===== config.mk =====
export PLATFORM = sky130hd
export DESIGN_NAME = bcd_rtc_core
export DESIGN_NICKNAME = d
export VERILOG_FILES = /design/src/rtl/rtc_pkg.sv /design/src/rtl/rtc_prescaler.sv /design/src/rtl/rtc_clock.sv /design/src/rtl/rtc_calendar.sv /design/src/rtl/bcd_rtc_core.sv
export SDC_FILE = /design/constraint.sdc
export NUM_CORES = 1
export LEC_CHECK = 0
export BUFFER_PORTS_ARGS = -buffer_cell sky130_fd_sc_hd__buf_4
export CAP_MARGIN = 25
export CORE_MARGIN = 2
export CORE_UTILIZATION = 56
export DETAILED_ROUTE_END_ITERATION = 8
export PLACE_DENSITY = 0.82
export SYNTH_ARGS = -nofsm -noshare
export SYNTH_HDL_FRONTEND = slang
export SYNTH_HIERARCHICAL = 1
export SYNTH_SLANG_ARGS = --single-unit

===== constraint.sdc =====
create_clock -name clk -period 1.95 [get_ports clk]
set_input_delay 0.195 -clock clk [delete_from_list [all_inputs] [get_ports clk]]
set_output_delay 0.195 -clock clk [all_outputs]
set_load 0.02 [all_outputs]

===== src/rtl/rtc_pkg.sv =====
package rtc_pkg;

  function automatic logic [7:0] bcd_inc(input logic [7:0] v);
    if (v[3:0] == 4'h9) bcd_inc = {v[7:4] + 4'h1, 4'h0};
    else                bcd_inc = {v[7:4], v[3:0] + 4'h1};
  endfunction

  function automatic logic is_leap(input logic [7:0] yr);
    logic [1:0] rem;
    rem = {yr[4], 1'b0} + yr[1:0];
    is_leap = (rem == 2'd0);
  endfunction

  function automatic logic [7:0] month_last(input logic [7:0] mon, input logic [7:0] yr);
    case (mon)
      8'h02:                      month_last = is_leap(yr) ? 8'h29 : 8'h28;
      8'h04, 8'h06, 8'h09, 8'h11: month_last = 8'h30;
      default:                    month_last = 8'h31;
    endcase
  endfunction

endpackage


===== src/rtl/rtc_prescaler.sv =====
module rtc_prescaler #(
  parameter int PRESCALE = 32768
) (
  input  logic clk,
  input  logic rst_n,
  input  logic ref_tick,
  input  logic halt,
  input  logic clr,
  output logic sec_pulse
);
  localparam int CW = $clog2(PRESCALE);

  logic [CW-1:0] cnt_q, cnt_d;
  logic          last;

  assign last      = (cnt_q == CW'(PRESCALE - 1));
  assign sec_pulse = ref_tick & ~halt & ~clr & last;

  always_comb begin
    cnt_d = cnt_q;
    if (clr)                   cnt_d = '0;
    else if (ref_tick && !halt) cnt_d = last ? '0 : cnt_q + 1'b1;
  end

  always_ff @(posedge clk or negedge rst_n) begin
    if (!rst_n) cnt_q <= '0;
    else        cnt_q <= cnt_d;
  end
endmodule


===== src/rtl/rtc_clock.sv =====
module rtc_clock
  import rtc_pkg::*;
(
  input  logic       clk,
  input  logic       rst_n,
  input  logic       sec_pulse,
  input  logic [2:0] wsel,
  input  logic [7:0] wr_data,
  output logic [7:0] sec_q,
  output logic [7:0] min_q,
  output logic [7:0] hr_q,
  output logic       hr_step,
  output logic       day_carry
);
  logic [7:0] sec_d, min_d, hr_d, h12_inc, h24_inc;
  logic       sec_wrap, min_wrap, min_step, mode12;

  assign sec_wrap  = (sec_q[6:0] == 7'h59);
  assign min_wrap  = (min_q[6:0] == 7'h59);
  assign min_step  = sec_pulse & sec_wrap;
  assign hr_step   = min_step & min_wrap;
  assign mode12    = hr_q[7];
  assign h12_inc   = bcd_inc({3'b000, hr_q[4:0]});
  assign h24_inc   = bcd_inc({2'b00, hr_q[5:0]});
  assign day_carry = hr_step & (mode12 ? (hr_q[4:0] == 5'h11 && hr_q[5])
                                       : (hr_q[5:0] == 6'h23));

  always_comb begin
    sec_d = sec_q;
    min_d = min_q;
    hr_d  = hr_q;
    if (sec_pulse) sec_d = {sec_q[7], sec_wrap ? 7'h00 : bcd_inc({1'b0, sec_q[6:0]})[6:0]};
    if (min_step)  min_d = min_wrap ? 8'h00 : bcd_inc(min_q);
    if (hr_step) begin
      if (mode12) begin
        if (hr_q[4:0] == 5'h11)      hr_d = {2'b10, ~hr_q[5], 5'h12};
        else if (hr_q[4:0] == 5'h12) hr_d = {2'b10, hr_q[5], 5'h01};
        else                         hr_d = {2'b10, hr_q[5], h12_inc[4:0]};
      end else begin
        hr_d = (hr_q[5:0] == 6'h23) ? 8'h00 : {2'b00, h24_inc[5:0]};
      end
    end
    if (wsel[0]) sec_d = wr_data;
    if (wsel[1]) min_d = wr_data & 8'h7F;
    if (wsel[2]) hr_d  = wr_data & 8'hBF;
  end

  always_ff @(posedge clk or negedge rst_n) begin
    if (!rst_n) begin
      sec_q <= 8'h80;
      min_q <= 8'h00;
      hr_q  <= 8'h00;
    end else begin
      sec_q <= sec_d;
      min_q <= min_d;
      hr_q  <= hr_d;
    end
  end
endmodule


===== src/rtl/rtc_calendar.sv =====
module rtc_calendar
  import rtc_pkg::*;
(
  input  logic       clk,
  input  logic       rst_n,
  input  logic       day_carry,
  input  logic [3:0] wsel,
  input  logic [7:0] wr_data,
  output logic [7:0] date_q,
  output logic [7:0] mon_q,
  output logic [7:0] dow_q,
  output logic [7:0] yr_q
);
  logic [7:0] date_d, mon_d, dow_d, yr_d;
  logic       date_end, mon_end, mon_step, yr_step;

  assign date_end = (date_q >= month_last(mon_q, yr_q));
  assign mon_end  = (mon_q >= 8'h12);
  assign mon_step = day_carry & date_end;
  assign yr_step  = mon_step & mon_end;

  always_comb begin
    date_d = date_q;
    mon_d  = mon_q;
    dow_d  = dow_q;
    yr_d   = yr_q;
    if (day_carry) begin
      date_d = date_end ? 8'h01 : bcd_inc(date_q);
      dow_d  = (dow_q >= 8'h07) ? 8'h01 : dow_q + 8'h01;
    end
    if (mon_step) mon_d = mon_end ? 8'h01 : bcd_inc(mon_q);
    if (yr_step)  yr_d  = (yr_q == 8'h99) ? 8'h00 : bcd_inc(yr_q);
    if (wsel[0]) date_d = wr_data & 8'h3F;
    if (wsel[1]) mon_d  = wr_data & 8'h1F;
    if (wsel[2]) dow_d  = wr_data & 8'h07;
    if (wsel[3]) yr_d   = wr_data;
  end

  always_ff @(posedge clk or negedge rst_n) begin
    if (!rst_n) begin
      date_q <= 8'h01;
      mon_q  <= 8'h01;
      dow_q  <= 8'h01;
      yr_q   <= 8'h00;
    end else begin
      date_q <= date_d;
      mon_q  <= mon_d;
      dow_q  <= dow_d;
      yr_q   <= yr_d;
    end
  end
endmodule


===== src/rtl/bcd_rtc_core.sv =====
module bcd_rtc_core #(
  parameter int PRESCALE = 32768,
  parameter int NREG     = 8
) (
  input  logic       clk,
  input  logic       rst_n,
  input  logic       ref_tick,
  input  logic       wr_en,
  input  logic [2:0] wr_addr,
  input  logic [7:0] wr_data,
  input  logic [2:0] rd_addr,
  output logic [7:0] rd_data
);
  localparam logic [2:0] CTRL_ADDR = 3'(NREG - 1);

  logic [1:0]      rst_pipe;
  logic            rst_n_s;
  logic            wr_ok, sec_pulse, hr_step, day_carry, wp_q, wp_d;
  logic [NREG-1:0] wsel;
  logic [7:0]      sec_q, min_q, hr_q, date_q, mon_q, dow_q, yr_q;

  always_ff @(posedge clk or negedge rst_n) begin
    if (!rst_n) rst_pipe <= 2'b00;
    else        rst_pipe <= {rst_pipe[0], 1'b1};
  end
  assign rst_n_s = rst_pipe[1];

  assign wr_ok = wr_en & (~wp_q | (wr_addr == CTRL_ADDR));

  for (genvar i = 0; i < NREG; i++) begin : g_wsel
    assign wsel[i] = wr_ok & (wr_addr == 3'(i));
  end

  assign wp_d = wsel[NREG-1] ? wr_data[7] : wp_q;

  always_ff @(posedge clk or negedge rst_n_s) begin
    if (!rst_n_s) wp_q <= 1'b0;
    else          wp_q <= wp_d;
  end

  rtc_prescaler #(.PRESCALE(PRESCALE)) i_presc (
    .clk(clk), .rst_n(rst_n_s), .ref_tick(ref_tick), .halt(sec_q[7]),
    .clr(wsel[0]), .sec_pulse(sec_pulse)
  );

  rtc_clock i_clock (
    .clk(clk), .rst_n(rst_n_s), .sec_pulse(sec_pulse), .wsel(wsel[2:0]),
    .wr_data(wr_data), .sec_q(sec_q), .min_q(min_q), .hr_q(hr_q),
    .hr_step(hr_step), .day_carry(day_carry)
  );

  rtc_calendar i_cal (
    .clk(clk), .rst_n(rst_n_s), .day_carry(day_carry), .wsel(wsel[6:3]),
    .wr_data(wr_data), .date_q(date_q), .mon_q(mon_q), .dow_q(dow_q), .yr_q(yr_q)
  );

  always_comb begin
    case (rd_addr)
      3'd0:    rd_data = sec_q;
      3'd1:    rd_data = min_q;
      3'd2:    rd_data = hr_q;
      3'd3:    rd_data = date_q;
      3'd4:    rd_data = mon_q;
      3'd5:    rd_data = dow_q;
      3'd6:    rd_data = yr_q;
      default: rd_data = {wp_q, 7'b0};
    endcase
  end
endmodule


==> out/metrics.cfg, run 1 <==
[timing]
layout_setup_ws_ps = -1160
setup_viol = 58
skew_ps = 20.0
maxSlewViolCount = 0
tightestPinTransition_ps = 543
rsz0062_at_grt = yes
fin_crit_sh_pct = 159
hold_ws_ps = 106
period_minus_slack_ps = 3110
slew_headroom_pct = 63.7
max_freq_mhz = 322
hold_viol_final = 0

[run]
max_cap_viol_count = 0

[placed_design]
place_congestion = 0.924
io_buffers = 25
hpwl_mm = 11.3

[routing]
drt_iter0_markers = 617
wl_mm = 20.4
firstDrtPassIters = 5
wl_per_cell_um = 24.4
postRouteAntennaNets = 0
viasPerCell = 6.95
drc_errors = 0
via_count = 5808

[floorplanning]
die-width_um = 100
core_area_um2 = 9110
num_rows = 35
die_h_um = 100
initial_core_util_pct = 57.2
die-area_um2 = 10100
pin_count = 26

[worst_setup_path]
cp_slowest_stage_delay_ps = 550
r2r_end = i_cal/yr_q[1]
required_ps = 2190
crit_start = i_cal/mon_q[0]
cp-end-kind = register
crit-reg2reg-launch = i_cal/mon_q[0]
r2r_cells = 11
slowest_stage = dfstp_2
path_cells = nor3b_4 -> nor4b_4 -> nor2_1 -> a31oi_2 -> o22ai_4 -> ha_4 -> nor4b_4 -> nor2_8 -> o2111ai_4 -> mux2_4 -> mux2_4
path_delay_family = simple AND/OR/NAND/NOR gates
setup.worst_path.class = register to register
arrival_ps = 3350
worstSetupStartpointType = register
critPathMaxFanout = 3
crit_buf_inv = 0
r2r_slack_ps = -1160

[yosys]
synth_edf_count = 0
synth_cells = 574
synth-seq-cells = 73
syn_area_um2 = 5210
seq_area_frac_synth_pct = 35.2
synth_flop_cell = dfrtp_1
ys_types = 80
async_flop_share_pct = 100
synth.yosys.warnings = 6
syn-mean-instance-area_um2 = 9.07
syn_nets = 614

[cts]
cts.sinks = 73
path_clk_slew_ps = 90
cts.path.max_buffers = 2
cts_inserted_buffers = 9
cts-root-buf = clkbuf_8
worst_skew_pair.late_latency_ps = 370
cts_tree = yes
htreeDepth = 3

[power]
p_seq_share_pct = 30.7
ir_drop_uv = 769
p_leak_uw = 0.00319
power.density_nw_per_um2 = 958
combPwrFrac_pct = 50.0
p_int_uw = 4230
p_switching_uw = 2970
swShare_pct = 41.2
pwr-share-clk_pct = 19.3

[global_route]
grt_pass1_vias = 5595
grt_first_pass_wirelength_mm = 29.2
grt_usage_pct = 37.7
grt_max_degree = 55
grt_overflow = 0
antenna_found_initial = 0

[final_layout]
num-fill-cells = 457
antennaDiodeCount = 0
drive_gt1_share_pct = 44.3
syn2layout_area_growth_pct = 44.4
nNetsFinal = 760
final_core_util_pct = 82.5

[min_path]
hold_depth = 3
hp-class = input pin to register
hold_path_startpoint = wr_data[7]
min_to = i_clock/hr_q[7]

[outcome]
violations = negative setup slack
status = complete, but fails checks

cells in the final DEF (no fill, tap or decap), drive strengths merged, types with 17 or more instances in the layout:
cell type,n
nand3,25
buf,166
nor2,36
ha,22
dfrtp,69
mux2i,17
inv,27
nand2,57
a21oi,27
nor3,18
o21ai,44
through the flow:
stage | power, µW | instances | area [µm²] | setup slack [ps] | setup TNS, ps
global route | 7470 | 836 | 7520 | -1180 | -41660
finish | 7200 | 836 | 7520 | -1160 | -38340
global placement | 4850 | 792 | 6390 | -977 | -29570
detailed placement | 5020 | 792 | 6390 | -1100 | -33180
floorplan | 3850 | 574 | 5390 | -1070 | -28290
CTS | 6680 | 828 | 7140 | -993 | -30740
metal layers:
layer / track usage, % / vias to the layer above / part of all wire, %
met2: 62.8 / 440 / 49
met1: 45.1 / 2792 / 35
met5: 0 / - / 0
met4: 22.0 / 0 / 7.0
li1: - / 2438 / -
met3: 7.94 / 138 / 9.8
layout make-up:
class	count	area, µm²	area share, %
multi-input combinational	443	3830	50.9
clock buffer	11	141	1.88
tap	111	139	1.85
sequential	73	1830	24.4
inverter	26	97.6	1.30
clock inverter	5	78.8	1.05
timing repair buffer	167	1400	18.6
what timing repair did:
| item | in CTS | in global routing |
|---|---|---|
| endpoints found under the hold margin | 2 | 0 |
| gates resized for setup | 88 | 71 |
| setup buffers | 20 | 11 |
| pin swaps | 41 | 33 |
| endpoints found under the setup margin | 55 | 69 |
| hold buffers | 1 | 0 |
cell families after synthesis:
logic type	share of synthesized area (%)
AO/OA/AOI/OAI	19.6
adder cells (fa/ha/maj)	5.29
multiplexers	7.16
XOR/XNOR	1.51
other	0.144
AND/OR/NAND/NOR	25.8
flip-flops	35.2
buffers and inverters	5.38
flip-flops by register name, indices dropped and copies added (netlist names):
name           cells
i_presc/cnt_q     15
i_cal/date_q       8
i_cal/dow_q        8
i_cal/mon_q        8
i_cal/yr_q         8
i_clock/min_q      8
i_clock/sec_q      8
i_clock/hr_q       7
rst_pipe           2
wp_q               1
synth_stat cells (4+ instances only):
master / instances / area [µm²]
dfrtp_1: 69 / 1730
nand2_1: 55 / 206
nor2_1: 35 / 131
o21ai_0: 32 / 160
a21oi_1: 27 / 135
inv_1: 26 / 97.6
nand3_1: 25 / 125
ha_1: 22 / 275
mux2i_1: 17 / 170
nor3_1: 17 / 85.1
clkbuf_1: 14 / 52.6
nor2b_1: 11 / 68.8
o21ai_1: 11 / 55.1
a31oi_1: 10 / 62.6
a2bb2oi_1: 9 / 78.8
and3b_1: 9 / 78.8
and2_1: 8 / 50.1
buf_2: 8 / 40.0
mux2_2: 8 / 90.1
nor4_1: 8 / 50.1
nand2b_1: 7 / 43.8
o211ai_1: 7 / 52.6
a211oi_1: 6 / 45.0
nand4_1: 6 / 37.5
nor3b_1: 6 / 45.0
nor4b_1: 6 / 52.6
xnor2_1: 6 / 52.6
buf_6: 5 / 56.3
o221ai_1: 5 / 43.8
or4_1: 5 / 37.5
and3_1: 4 / 25.0
buf_4: 4 / 30.0
dfstp_2: 4 / 105
mux4_2: 4 / 90.1
o21a_1: 4 / 30.0
worst min-delay path: stages:
cell     delay, ps
buf_4          120
nand2_1         50
nand2_1         60
power by group through the flow:
stage / registers, µW / clock network, µW / logic, µW
6_report: 2210 / 1390 / 3600
3_3_place_gp: 2170 / 0 / 2680
3_5_place_dp: 2200 / 0 / 2820
5_1_grt: 2240 / 1450 / 3780
4_1_cts: 2170 / 1380 / 3130
2_1_floorplan: 2260 / 0 / 1580
worst max path at each step:
| stage | depth (start not counted) | slack (ps) | end |
|---|---|---|---|
| 2_1_floorplan | 12 | -1070 | i_cal/yr_q[1] |
| 5_1_grt | 16 | -1180 | i_cal/yr_q[3] |
| 6_report | 11 | -1160 | i_cal/yr_q[1] |
| 3_5_place_dp | 13 | -1100 | i_cal/yr_q[1] |
| 3_3_place_gp | 13 | -980 | i_cal/yr_q[1] |
| 4_1_cts | 11 | -990 | i_cal/yr_q[1] |
(Power assumes the default switching activity.)
==> run 2: changes to the inputs <==
==> constraint.sdc (replaced) <==
create_clock -name clk -period 1.95 [get_ports clk]
set_input_delay 0.4875 -clock clk [delete_from_list [all_inputs] [get_ports clk]]
set_output_delay 0.4875 -clock clk [all_outputs]
set_load 0.02 [all_outputs]
==> run 2 against run 1 <==
The run still ends with negative setup slack left. First-iteration DRC count is 29% higher. Sequential power is 2% higher. Clock skew is 12 ps lower. Count of clock-buffer cells in the layout stayed put. Non-clock buffer count is 35 higher. Sequential share of layout area is 0.72 points lower. Via count is 7.0% higher. Utilization is 2.8 points higher. Hold slack worse by 50 ps. Sequential cell count stayed put. Largest cell class unchanged. Largest power group unchanged.
==> out/metrics.cfg, run 2 (synthesis results as in run 1) <==
[outcome]
status = complete, but fails checks
violations = negative setup slack

[timing]
maxSlewViolCount = 0
hold_viol_final = 0
period_minus_slack_ps = 3130
tightestPinTransition_ps = 828
skew_ps = 8.31
setup_viol = 60
hold_ws_ps = 56.1
max_freq_mhz = 319
layout_setup_ws_ps = -1180
fin_crit_sh_pct = 161
slew_headroom_pct = 44.7
rsz0062_at_grt = yes

[floorplanning]
num_rows = 35
initial_core_util_pct = 57.2
core_area_um2 = 9110
die-width_um = 100
pin_count = 26
die-area_um2 = 10100
die_h_um = 100

[final_layout]
largest_register_ffs = 15
antennaDiodeCount = 0
final_cell_mix = 157 x buf_4, 64 x dfrtp_1, 53 x nand2_1
syn2layout_area_growth_pct = 49.2
regMostFlops = i_presc/cnt_q
final_common_cell = buf_4
nNetsFinal = 795
num-fill-cells = 423
stdcell_count = 871
drive_gt1_share_pct = 46.4
ff_latch_area_um2 = 1840
multi_input_area_um2 = 3750

[cts]
cts.path.max_buffers = 2
worst_skew_pair.late_latency_ps = 380
path_clk_slew_ps = 90
htreeDepth = 3
cts_tree = yes
cts_inserted_buffers = 9
cts-root-buf = clkbuf_8
cts.sinks = 73

[routing]
via_count = 6216
drt_iter0_markers = 793
viasPerCell = 7.14
postRouteAntennaNets = 0
drc_errors = 0
wl_per_cell_um = 25.9
wl_mm = 22.5
firstDrtPassIters = 5

[placed_design]
hpwl_mm = 11.7
dpl.cell_count = 811
place_congestion = 0.944
post-place-ws_ps = -1110
io_buffers = 25

[worst_setup_path]
cp_slowest_stage_delay_ps = 430
crit_buf_inv = 5
cp-end-kind = register
r2r_cells = 17
path_cells = buf_4 -> ha_4 -> mux2i_4 -> nor4b_4 -> nor2_1 -> a31oi_1 -> o22ai_1 -> ha_1 -> nor4b_4 -> nor2_8 -> o2111ai_4 -> buf_4 -> buf_6 -> buf_6 -> buf_6 -> nand3b_1 -> o211ai_1
slowest_stage = nor4b_4
critPathMaxFanout = 4
arrival_ps = 3430
setup.worst_path.class = register to register
cp_common_cell = buf_6
required_ps = 2240
crit_start = i_cal/mon_q[4]
crit_cells = 17
worstSetupStartpointType = register
crit-reg2reg-launch = i_cal/mon_q[4]
path_delay_family = simple AND/OR/NAND/NOR gates

[power]
swShare_pct = 41.5
ir_drop_uv = 742
pwr-share-clk_pct = 18.6
power.density_nw_per_um2 = 985
p_switching_uw = 3170
p_seq_share_pct = 29.6
p_leak_uw = 0.00337
p_int_uw = 4480
combPwrFrac_pct = 51.8

[global_route]
grt_usage_pct = 38.9
antenna_found_initial = 0
grt_first_pass_wirelength_mm = 30.2
grt_overflow = 0
grt_pass1_vias = 5953
grt_max_degree = 48

[run]
max_cap_viol_count = 0

[min_path]
hp-class = register to asynchronous set/reset pin

[run 2: worst reg2reg max path, stage by stage, from the launching register on]
cell and delay, ps:
dfrtp_2 400, buf_4 130, ha_4 150, mux2i_4 70, nor4b_4 250, nor2_1 90
a31oi_1 160, o22ai_1 100, ha_1 330, nor4b_4 430, nor2_8 70, o2111ai_4 230
buf_4 150, buf_6 90, buf_6 80, buf_6 90, nand3b_1 110, o211ai_1 110
[run 2: power groups by stage]
| stage | registers (µW) | clock network [µW] | logic (µW) |
|---|---|---|---|
| floorplan | 2260 | 0 | 1590 |
| global placement | 2180 | 0 | 2720 |
| detailed placement | 2210 | 0 | 2860 |
| CTS | 2190 | 1390 | 3290 |
| global route | 2280 | 1460 | 4150 |
| finish | 2260 | 1420 | 3970 |
[run 2: worst paths after layout]
| check | endpoint | slack [ps] |
|---|---|---|
| min reg2reg | i_cal/mon_q[4] | 60 |
| max in group asynchronous | i_cal/dow_q[7] | 1050 |
| min in group clk | rst_pipe[1] | 360 |
| max reg2reg | i_cal/yr_q[3] | -1180 |
| max | i_cal/yr_q[3] | -1180 |
| min | i_cal/mon_q[4] | 60 |
[run 2: final cells by class]
class                   instances  share of cell area, %
clock buffers                  11                   1.82
clock inverters                 5                   1.03
inverters                      26                   1.26
multi-input cells             443                   48.2
flip-flops and latches         73                   23.7
well taps                     111                   1.79
repair buffers                202                   22.2
[run 2: per-stage QoR]
stage                     utilization [%]  setup TNS [ps]  instance area [µm²]  power (µW)
after floorplan                         -          -29400                 5440        3850
after detailed placement             72.5          -34400                 6610        5070
after CTS                            81.3          -32280                 7410        6870
final                                85.3          -38890                 7770        7650
after global placement               72.5          -30470                 6610        4900
after global routing                 85.3          -42880                 7770        7880
[run 2: routing by layer]
| layer | up-vias | GRT usage [%] | wire length (µm) |
|---|---|---|---|
| met1 | 2923 | 47.2 | 7560 |
| li1 | 2512 | - | - |
| met3 | 184 | 6.41 | 2550 |
| met2 | 597 | 64.8 | 10600 |
| met4 | 0 | 23.7 | 1850 |
| met5 | - | 0 | 0 |
[run 2: repair_timing]
action,4_1_cts,5_1_grt
endpoints found under the hold margin,2,0
pin swaps,31,38
endpoints found under the setup margin,60,69
hold buffers,1,0
buffers inserted,33,18
gates resized for setup,86,65
